### src/rtl/acc_pkg.sv
package acc_pkg;
    localparam int AW   = 12;
    localparam int DW   = 16;
    localparam int OPW  = 3;
    localparam int PADW = DW - AW;

    typedef enum logic [OPW-1:0] {
        OP_AND = 3'd0,
        OP_ADD = 3'd1,
        OP_LDA = 3'd2,
        OP_STA = 3'd3,
        OP_BUN = 3'd4,
        OP_BSA = 3'd5,
        OP_ISZ = 3'd6,
        OP_EXT = 3'd7
    } opcode_t;

    typedef enum logic [1:0] {
        CL_MEM = 2'd0,
        CL_REG = 2'd1,
        CL_IO  = 2'd2
    } iclass_t;

    typedef enum logic [2:0] {
        PH_FETCH  = 3'd0,
        PH_LOADIR = 3'd1,
        PH_DECODE = 3'd2,
        PH_INDRD  = 3'd3,
        PH_INDWB  = 3'd4,
        PH_EXA    = 3'd5,
        PH_EXB    = 3'd6,
        PH_EXC    = 3'd7
    } phase_t;

    typedef struct packed {
        logic          ind;
        opcode_t       op;
        logic [AW-1:0] addr;
    } instr_t;

    function automatic iclass_t classify(input instr_t w);
        if (w.op != OP_EXT) return CL_MEM;
        return w.ind ? CL_IO : CL_REG;
    endfunction

    function automatic logic reads_operand(input opcode_t op);
        return (op == OP_AND) || (op == OP_ADD) || (op == OP_LDA) || (op == OP_ISZ);
    endfunction
endpackage

### src/rtl/acc_decode.sv
module acc_decode
    import acc_pkg::*;
(
    input  instr_t        ir,
    output iclass_t       cls,
    output opcode_t       op,
    output logic          ind,
    output logic [AW-1:0] addr
);
    always_comb begin
        cls  = classify(ir);
        op   = ir.op;
        ind  = ir.ind;
        addr = ir.addr;
    end
endmodule

### src/rtl/acc_alu.sv
module acc_alu
    import acc_pkg::*;
(
    input  opcode_t       op,
    input  logic [DW-1:0] ac,
    input  logic [DW-1:0] rd,
    output logic [DW-1:0] ac_next,
    output logic [DW-1:0] inc_val
);
    always_comb begin
        unique case (op)
            OP_AND:  ac_next = ac & rd;
            OP_ADD:  ac_next = ac + rd;
            OP_LDA:  ac_next = rd;
            default: ac_next = ac;
        endcase
        inc_val = rd + 1'b1;
    end
endmodule

### src/rtl/acc_timer.sv
module acc_timer
    import acc_pkg::*;
(
    input  logic    clk,
    input  logic    rst,
    input  logic    halt,
    input  iclass_t cls,
    input  opcode_t op,
    input  logic    ind,
    output phase_t  phase
);
    phase_t nxt;

    always_comb begin
        nxt = PH_FETCH;
        unique case (phase)
            PH_FETCH:  nxt = halt ? PH_FETCH : PH_LOADIR;
            PH_LOADIR: nxt = PH_DECODE;
            PH_DECODE: begin
                if (cls != CL_MEM) nxt = PH_FETCH;
                else if (ind)      nxt = PH_INDRD;
                else               nxt = PH_EXA;
            end
            PH_INDRD:  nxt = PH_INDWB;
            PH_INDWB:  nxt = PH_EXA;
            PH_EXA:    nxt = reads_operand(op) ? PH_EXB : PH_FETCH;
            PH_EXB:    nxt = (op == OP_ISZ) ? PH_EXC : PH_FETCH;
            PH_EXC:    nxt = PH_FETCH;
            default:   nxt = PH_FETCH;
        endcase
    end

    always_ff @(posedge clk) begin
        if (rst) phase <= PH_FETCH;
        else     phase <= nxt;
    end
endmodule

### src/rtl/acc_core.sv
module acc_core
    import acc_pkg::*;
(
    input  logic          clk,
    input  logic          rst,
    input  logic          halt,
    output logic [AW-1:0] mem_addr,
    output logic [DW-1:0] mem_wdata,
    output logic          mem_we,
    input  logic [DW-1:0] mem_rdata,
    output logic [AW-1:0] pc_q,
    output logic [DW-1:0] ac_q,
    output logic          regref_seen,
    output logic          io_seen
);
    logic [AW-1:0] pc_r, ar_r;
    logic [DW-1:0] ac_r, dr_r;
    instr_t        ir_r;
    phase_t        phase;
    iclass_t       cls;
    opcode_t       op;
    logic          ind;
    logic [AW-1:0] ir_addr;
    logic [DW-1:0] ac_next, inc_val;

    acc_decode u_dec (
        .ir   (ir_r),
        .cls  (cls),
        .op   (op),
        .ind  (ind),
        .addr (ir_addr)
    );

    acc_alu u_alu (
        .op      (op),
        .ac      (ac_r),
        .rd      (mem_rdata),
        .ac_next (ac_next),
        .inc_val (inc_val)
    );

    acc_timer u_tmr (
        .clk   (clk),
        .rst   (rst),
        .halt  (halt),
        .cls   (cls),
        .op    (op),
        .ind   (ind),
        .phase (phase)
    );

    always_ff @(posedge clk) begin
        if (rst) begin
            pc_r <= '0;
            ac_r <= '0;
            ar_r <= '0;
            dr_r <= '0;
            ir_r <= '0;
        end else begin
            unique case (phase)
                PH_LOADIR: begin
                    ir_r <= instr_t'(mem_rdata);
                    pc_r <= pc_r + 1'b1;
                end
                PH_DECODE: ar_r <= ir_addr;
                PH_INDWB:  ar_r <= mem_rdata[AW-1:0];
                PH_EXA: begin
                    if (op == OP_BUN) pc_r <= ar_r;
                    if (op == OP_BSA) pc_r <= ar_r + 1'b1;
                end
                PH_EXB: begin
                    ac_r <= ac_next;
                    dr_r <= inc_val;
                end
                PH_EXC: if (dr_r == '0) pc_r <= pc_r + 1'b1;
                default: ;
            endcase
        end
    end

    always_comb begin
        unique case (phase)
            PH_INDRD, PH_EXA, PH_EXC: mem_addr = ar_r;
            default:                  mem_addr = pc_r;
        endcase
        mem_we    = (phase == PH_EXC) ||
                    ((phase == PH_EXA) && ((op == OP_STA) || (op == OP_BSA)));
        if (phase == PH_EXC)    mem_wdata = dr_r;
        else if (op == OP_BSA)  mem_wdata = {{PADW{1'b0}}, pc_r};
        else                    mem_wdata = ac_r;
    end

    assign pc_q        = pc_r;
    assign ac_q        = ac_r;
    assign regref_seen = (phase == PH_DECODE) && (cls == CL_REG);
    assign io_seen     = (phase == PH_DECODE) && (cls == CL_IO);
endmodule

### config.mk
export PLATFORM = sky130hd
export DESIGN_NAME = acc_core
export DESIGN_NICKNAME = d
export VERILOG_FILES = /design/src/rtl/acc_pkg.sv /design/src/rtl/acc_decode.sv /design/src/rtl/acc_alu.sv /design/src/rtl/acc_timer.sv /design/src/rtl/acc_core.sv
export SDC_FILE = /design/constraint.sdc
export NUM_CORES = 1
export LEC_CHECK = 0
export BUFFER_PORTS_ARGS = -buffer_cell sky130_fd_sc_hd__buf_2
export CAP_MARGIN = 25
export CORE_MARGIN = 1
export CORE_UTILIZATION = 53
export DETAILED_ROUTE_END_ITERATION = 16
export PLACE_DENSITY = 0.75
export SLEW_MARGIN = 25
export SYNTH_ARGS = -nofsm -noshare
export SYNTH_HDL_FRONTEND = slang
export SYNTH_SLANG_ARGS = --single-unit
### constraint.sdc
create_clock -name clk -period 6.68 [get_ports clk]
set_input_delay 1.336 -clock clk [delete_from_list [all_inputs] [get_ports clk]]
set_output_delay 1.336 -clock clk [all_outputs]
set_load 0.01 [all_outputs]
==> results of run 1 <==
[area by class of cell]
class | instances | area share
Clock buffer | 10 | 0.0233
Clock inverter | 5 | 0.0132
Inverter | 7 | 0.00446
Multi-Input combinational cell | 570 | 0.607
Sequential cell | 75 | 0.255
Tap cell | 133 | 0.0282
Timing Repair Buffer | 80 | 0.0692
[per-stage QoR]
stage          hold slack [ps]  cell area, um^2  setup WS (ps)
2_1_floorplan              436             5340           3440
3_3_place_gp               443             5670           3080
3_5_place_dp               448             5680           2980
4_1_cts                    457             5890           3030
5_1_grt                    479             5900           2800
6_report                   456             5900           2960
[power breakdown]
group	total [mW]	internal [mW]	switching, mW
Sequential	0.523	0.476	0.0464
Clock	0.399	0.217	0.182
Combinational	0.250	0.0924	0.158
Total	1.17	0.786	0.386
[worst reg2reg max path: stages (launching register included)]
cell and delay, ps:
sky130_fd_sc_hd__dfxtp_1 450, sky130_fd_sc_hd__ha_1 330, sky130_fd_sc_hd__inv_1 80, sky130_fd_sc_hd__fa_1 380, sky130_fd_sc_hd__nand2b_1 200, sky130_fd_sc_hd__a21oi_1 280, sky130_fd_sc_hd__o21ai_2 140, sky130_fd_sc_hd__a2111oi_2 380
sky130_fd_sc_hd__o221a_2 260, sky130_fd_sc_hd__nor4_1 50
[state kept, by name (all words and copies together), names as in the netlist]
register,flops
ac_q,16
ar_r,12
dr_r,16
ir_r,16
pc_q,12
u_tmr.phase,3
[layout by cell type (no fill, tap or decap), types with 3 or more instances in the layout]
master / n
sky130_fd_sc_hd__nor2_1: 81
sky130_fd_sc_hd__clkbuf_8: 10
sky130_fd_sc_hd__nor2b_1: 13
sky130_fd_sc_hd__ha_1: 19
sky130_fd_sc_hd__a22o_1: 4
sky130_fd_sc_hd__o21bai_1: 5
sky130_fd_sc_hd__a221oi_1: 4
sky130_fd_sc_hd__nor3_1: 12
sky130_fd_sc_hd__a21oi_1: 56
sky130_fd_sc_hd__and2_1: 7
sky130_fd_sc_hd__inv_1: 7
sky130_fd_sc_hd__buf_2: 77
sky130_fd_sc_hd__a211oi_2: 3
sky130_fd_sc_hd__buf_4: 3
sky130_fd_sc_hd__nand3b_1: 3
sky130_fd_sc_hd__xnor2_1: 14
sky130_fd_sc_hd__a31oi_1: 3
sky130_fd_sc_hd__dfxtp_1: 75
sky130_fd_sc_hd__o22ai_1: 12
sky130_fd_sc_hd__o21ai_0: 39
sky130_fd_sc_hd__a311oi_1: 3
sky130_fd_sc_hd__a211oi_1: 33
sky130_fd_sc_hd__nand2b_1: 9
sky130_fd_sc_hd__xor2_1: 17
sky130_fd_sc_hd__nand4_1: 4
sky130_fd_sc_hd__mux2_2: 11
sky130_fd_sc_hd__nand3_1: 19
sky130_fd_sc_hd__o211ai_1: 3
sky130_fd_sc_hd__nand2_1: 100
sky130_fd_sc_hd__a21o_1: 4
sky130_fd_sc_hd__o21ai_2: 3
sky130_fd_sc_hd__and3_1: 14
sky130_fd_sc_hd__nor4_1: 9
sky130_fd_sc_hd__mux2i_1: 27
[metal layers]
| metal | global-route usage | vias to the layer above | wire, um |
|---|---|---|---|
| li1 | - | 2605 | - |
| met1 | 0.432 | 2549 | 7350 |
| met2 | 0.483 | 226 | 7210 |
| met3 | 0.0506 | 27 | 1150 |
| met4 | 0.102 | 0 | 292 |
| met5 | 0 | - | 0 |
[kinds of logic after synthesis]
logic type	after synthesis	synth area share
buffers and inverters	55	0.0501
AOI/OAI and AO/OA	198	0.249
xor gates and xnor gates	31	0.0508
adders and majority gates	20	0.0483
muxes	38	0.0738
and+or+nand+nor	283	0.247
DFF	75	0.281
[path summary, 6_finish.rpt]
| path | startpoint | endpoint | slack, ps | cells past startpoint |
|---|---|---|---|---|
| worst max-delay path | u_tmr.phase[2] | mem_wdata[13] | 2960 | 4 |
| worst min-delay path | ir_r[2] | ir_r[2] | 460 | 2 |
| worst max register to register | ac_q[0] | ac_q[14] | 4000 | 9 |
| worst min register to register | ir_r[2] | ir_r[2] | 460 | 2 |
==> impl_metrics.yaml, run 1 <==
die:
  start_util: 0.546
  num_rows: 36
  floorplan.die_area_mm2: 0.0105
  fp.dieW_um: 102
  die_h_um: 102
  core-area_mm2: 0.00977
  pin_count: 78
drt:
  antenna_left: 0
  detail_route.iter0.violations: 499
  routed-via-count: 5407
  wl_per_cell_um: 18.2
  wl_mm: 16.0
  drtPass1Iterations: 5
  post-route-drc-count: 0
  post_drt_via_cell_ratio: 6.14
worst_setup_path:
  path_class: "flop to primary output"
  critical_path_peak_fanout: 29
  crit_family: "simple AND/OR/NAND/NOR gates"
  worst_setup_path_start_kind: "flop"
  worst_setup_path_end_kind: "primary output"
  worst_ep_required_time_ps: 5340
  crit_path_top_delay_cell: "sky130_fd_sc_hd__and3_1"
  critical_path.cell_chain: "and3_1 -> nor2_1 -> a22o_1 -> buf_2"
  cp_num_buf_inv: 1
  worstPathArrival_ps: 2390
  crit_path_max_incr_delay_ps: 800
sta:
  setup_tns_ps: 0
  worst_pin_slew_ps: 970
  timing.final.max_slew_violations: 0
  post-route-period-util: 0.558
  finClkSkew_ps: 15.9
  achievable-frequency_mhz: 268
  report.final.setup_viol: 0
  relSlewSlack: 0.353
  finalWorstPathRequiredPeriod_ps: 3720
  report.final.hold_viol_count: 0
  grt_setup_unrepaired: "false"
clocking:
  count_of_clock_tree_sinks: 75
  post_cts_resized: 0
  tritoncts.num_buffers: 9
  cts_tree: "yes"
  clock_tree.buffer_depth: 2
  cts-root-buf: "sky130_fd_sc_hd__clkbuf_8"
  cts_htree_levels: 3
  clock_insertion_delay_worst_skew_ps: 370
  post-cts-setup-buffers: 0
  clk_pin_slew_worst_paths_ps: 80
  cts_hold_repair.buffers: 0
synthesis:
  yosysMostFrequentCell: "sky130_fd_sc_hd__nand2_1"
  synth_seq_area_share: 0.281
  async_reset_ff_frac: 0
  netlist.area_leader.share: 0.281
  synth_nets: 739
  top_flip_flop_cell_by_instance_count_after_synthesis: "sky130_fd_sc_hd__dfxtp_1"
  syn_avg_cell_area_um2: 7.63
  synth_enable_flop_cells: 0
  synth_common_cells: "sky130_fd_sc_hd__nand2_1 (100), sky130_fd_sc_hd__nor2_1 (82), sky130_fd_sc_hd__dfxtp_1 (75), sky130_fd_sc_hd__a21oi_1 (56), sky130_fd_sc_hd__o21ai_0 (40)"
  yosys_warnings: 0
  top_cell_type_by_total_area_after_synthesis: "sky130_fd_sc_hd__dfxtp_1"
  synth_seq_cells: 75
  synth_area_leaders: "sky130_fd_sc_hd__dfxtp_1 (28%), sky130_fd_sc_hd__nand2_1 (7.0%), sky130_fd_sc_hd__nor2_1 (5.8%), sky130_fd_sc_hd__a21oi_1 (5.2%), sky130_fd_sc_hd__mux2i_1 (5.1%)"
  post_synth_num_cell_types: 70
  synthesis.instances: 700
  post_synth_instance_area_mm2: 0.00534
finish:
  final_core_util: 0.603
  num-fill-cells: 927
  antenna-diode-count: 0
  area_growth_syn_to_layout_pct: 10.4
  register_area_mm2: 0.00150
  final_net_count: 782
  multiInputGateArea_mm2: 0.00358
  final_cells: 880
  final_layout_size_suffix_gt1_frac: 0.167
grt:
  antenna_found_initial: 0
  grt_pass1_wl_mm: 24.6
  globalRoute.totalOverflow: 0
  via_count_of_the_first_global_routing_pass: 4730
  grt_max_degree: 81
  grt_use_total: 0.309
status:
  status: "complete, no violations"
placed_design:
  placed_instance_count: 865
  place.detailed.hpwl_mm: 11.4
  io_buffer_count: 77
  gp_congestion: 0.918
power:
  pwr_density_cell_mw_per_mm2: 199
  cellLeakagePower_nw: 2.36
  design_power_total_mw: 1.17
  vdd_ir_drop_max_mv: 0.115
worst_hold_path:
  hold_path.class: "flop to flop"
run:
  cap_violations: 0
Power figures use the tool's default switching activity.
==> run 2, diff against run 1 <==
--- a/config.mk
+++ b/config.mk
@@ -10,7 +10,7 @@
 export CORE_MARGIN = 1
 export CORE_UTILIZATION = 53
 export DETAILED_ROUTE_END_ITERATION = 16
-export PLACE_DENSITY = 0.75
+export PLACE_DENSITY = 0.78
 export SLEW_MARGIN = 25
 export SYNTH_ARGS = -nofsm -noshare
 export SYNTH_HDL_FRONTEND = slang
==> constraint.sdc (replaced) <==
create_clock -name clk -period 3.15 [get_ports clk]
set_input_delay 0.63 -clock clk [delete_from_list [all_inputs] [get_ports clk]]
set_output_delay 0.63 -clock clk [all_outputs]
set_load 0.01 [all_outputs]
==> run 2 against run 1 <==
  * First-iteration DRC count is 26% lower
  * Non-clock buffer count is 7 higher
  * Sequential share of layout area is 0.11 points lower
  * Global-route usage is 1.4 points higher
  * Clock power is 92% higher
  * Combinational power is 120% higher
  * Count of clock-buffer cells in the layout is 1 higher
  * Largest cell class unchanged
  * Highest routed layer unchanged
==> impl_metrics.yaml, run 2 (synthesis gave the netlist of run 1 again) <==
worst_setup_path:
  worst_ep_required_time_ps: 2520
  worst_setup_path_start_kind: "flop"
  worst_setup_path_endpoint: "mem_wdata[1]"
  ff2ff_path_depth: 9
  worst_setup_path_end_kind: "primary output"
  worst-r2r-setup-slack_ps: 440
  worstPathArrival_ps: 2150
  worst_setup_path_startpoint: "ir_r[14]"
  r2r_end: "ac_q[14]"
  critical_path_peak_fanout: 15
  launch_instance_of_the_worst_register_to_register_path: "ac_q[0]"
  path_class: "flop to primary output"
finish:
  register_area_mm2: 0.00150
  num-fill-cells: 920
  final_layout_size_suffix_gt1_frac: 0.172
  final_core_util: 0.606
  antenna-diode-count: 0
  final_cell_mix: "sky130_fd_sc_hd__nand2_1 (100), sky130_fd_sc_hd__nor2_1 (82), sky130_fd_sc_hd__buf_2 (77)"
  finalInstanceArea_mm2: 0.00592
  final_net_count: 789
  final_common_cell: "sky130_fd_sc_hd__nand2_1"
  multiInputGateArea_mm2: 0.00357
  area_growth_syn_to_layout_pct: 10.8
drt:
  post_drt_via_cell_ratio: 6.19
  post-route-drc-count: 0
  detail_route.iter0.violations: 371
  drtPass1Iterations: 5
  routed-via-count: 5493
  wl_mm: 16.4
  antenna_left: 0
  wl_per_cell_um: 18.4
power:
  pwr_density_cell_mw_per_mm2: 408
  switching_share: 0.340
  vdd_ir_drop_max_mv: 0.245
  p_switching_uw: 821
  p_seq_frac: 0.459
  intPower_mw: 1.59
  power_frac_clock: 0.318
  comb_power_share: 0.223
  cellLeakagePower_nw: 2.38
die:
  num_rows: 36
  core-area_mm2: 0.00977
  pin_count: 78
  fp.dieW_um: 102
  floorplan.die_area_mm2: 0.0105
  die_h_um: 102
  start_util: 0.546
grt:
  grt.met1_usage: 0.423
  grt.met2_usage: 0.514
  antenna_found_initial: 0
  grt_pass1_wl_mm: 25.6
  met3_usage: 0.0540
  grt_use_total: 0.323
  grt_max_degree: 30
  globalRoute.totalOverflow: 0
  busiest_layer: "met2"
  via_count_of_the_first_global_routing_pass: 5023
clocking:
  tritoncts.num_buffers: 9
  cts-root-buf: "sky130_fd_sc_hd__clkbuf_8"
  clock_insertion_delay_worst_skew_ps: 370
  clk_pin_slew_worst_paths_ps: 80
  cts_tree: "yes"
  post-cts-setup-buffers: 0
  post_cts_resized: 0
  count_of_clock_tree_sinks: 75
  cts_htree_levels: 3
  cts_hold_repair.buffers: 0
  clock_tree.buffer_depth: 2
sta:
  timing.final.max_slew_violations: 0
  worst_pin_slew_ps: 995
  achievable-frequency_mhz: 359
  finalWorstPathRequiredPeriod_ps: 2780
  report.final.setup_viol: 0
  setup_tns_ps: 0
  finClkSkew_ps: 16.1
  grt_setup_unrepaired: "false"
  final.hold.worst_slack_ps: 458
  report.final.hold_viol_count: 0
  post-route-period-util: 0.883
  relSlewSlack: 0.337
  fin_ws_ps: 368
worst_hold_path:
  hold_path.class: "flop to flop"
placed_design:
  gp_congestion: 0.984
  place.detailed.hpwl_mm: 11.8
  io_buffer_count: 77
  dpl_cell_area_mm2: 0.00573
  post-place-ws_ps: 119
status:
  status: "complete, no violations"
run:
  cap_violations: 0
[run 2: cell types whose count changed in the layout (fill, tap and decap cells not counted), sizes merged]
cell	delta
buf	+7
bufinv	-1
clkbuf	+1
clkinv	+1
[run 2: metal layers]
layer  up-vias  wire length (um)  part of all wire
li1       2612                 -                 -
met1      2585              7200              0.44
met2       254              7550              0.46
met3        42              1160             0.071
met4         0               479             0.029
met5         -                 0                 0
[run 2: power by group through the flow]
stage | logic [mW] | clock network (mW) | registers, mW
6_report | 0.539 | 0.768 | 1.11
5_1_grt | 0.591 | 0.818 | 1.12
4_1_cts | 0.531 | 0.776 | 1.11
3_5_place_dp | 0.527 | 0 | 1.13
3_3_place_gp | 0.513 | 0 | 1.12
2_1_floorplan | 0.413 | 0 | 1.08
[run 2: worst min-delay path by stage]
stage / start / endpoint / slack, ps / cells after the start
floorplan: ir_r[0] / ir_r[0] / 440 / 2
global placement: ir_r[3] / ir_r[3] / 440 / 2
detailed placement: ir_r[5] / ir_r[5] / 450 / 2
CTS: ir_r[4] / ir_r[4] / 460 / 2
global route: ir_r[0] / ir_r[0] / 470 / 2
finish: ir_r[5] / ir_r[5] / 460 / 2
[run 2: through the flow]
step	std cells	power [mW]
floorplan	700	1.49
global placement	872	1.64
detailed placement	872	1.65
CTS	888	2.41
global route	888	2.53
finish	888	2.42
[run 2: final cells by class]
type	instances	area share
multi-input cells	570	0.603
flip-flops and latches	75	0.254
repair buffers	87	0.0778
well taps	133	0.0281
clock buffers	11	0.0239
clock inverters	5	0.00888
inverters	7	0.00444
[run 2: critical path: stages, from the launching register on]
cell and delay (ps):
sky130_fd_sc_hd__dfxtp_1 730, sky130_fd_sc_hd__and3b_1 490, sky130_fd_sc_hd__a21oi_1 120, sky130_fd_sc_hd__o21ai_0 240, sky130_fd_sc_hd__buf_2 190
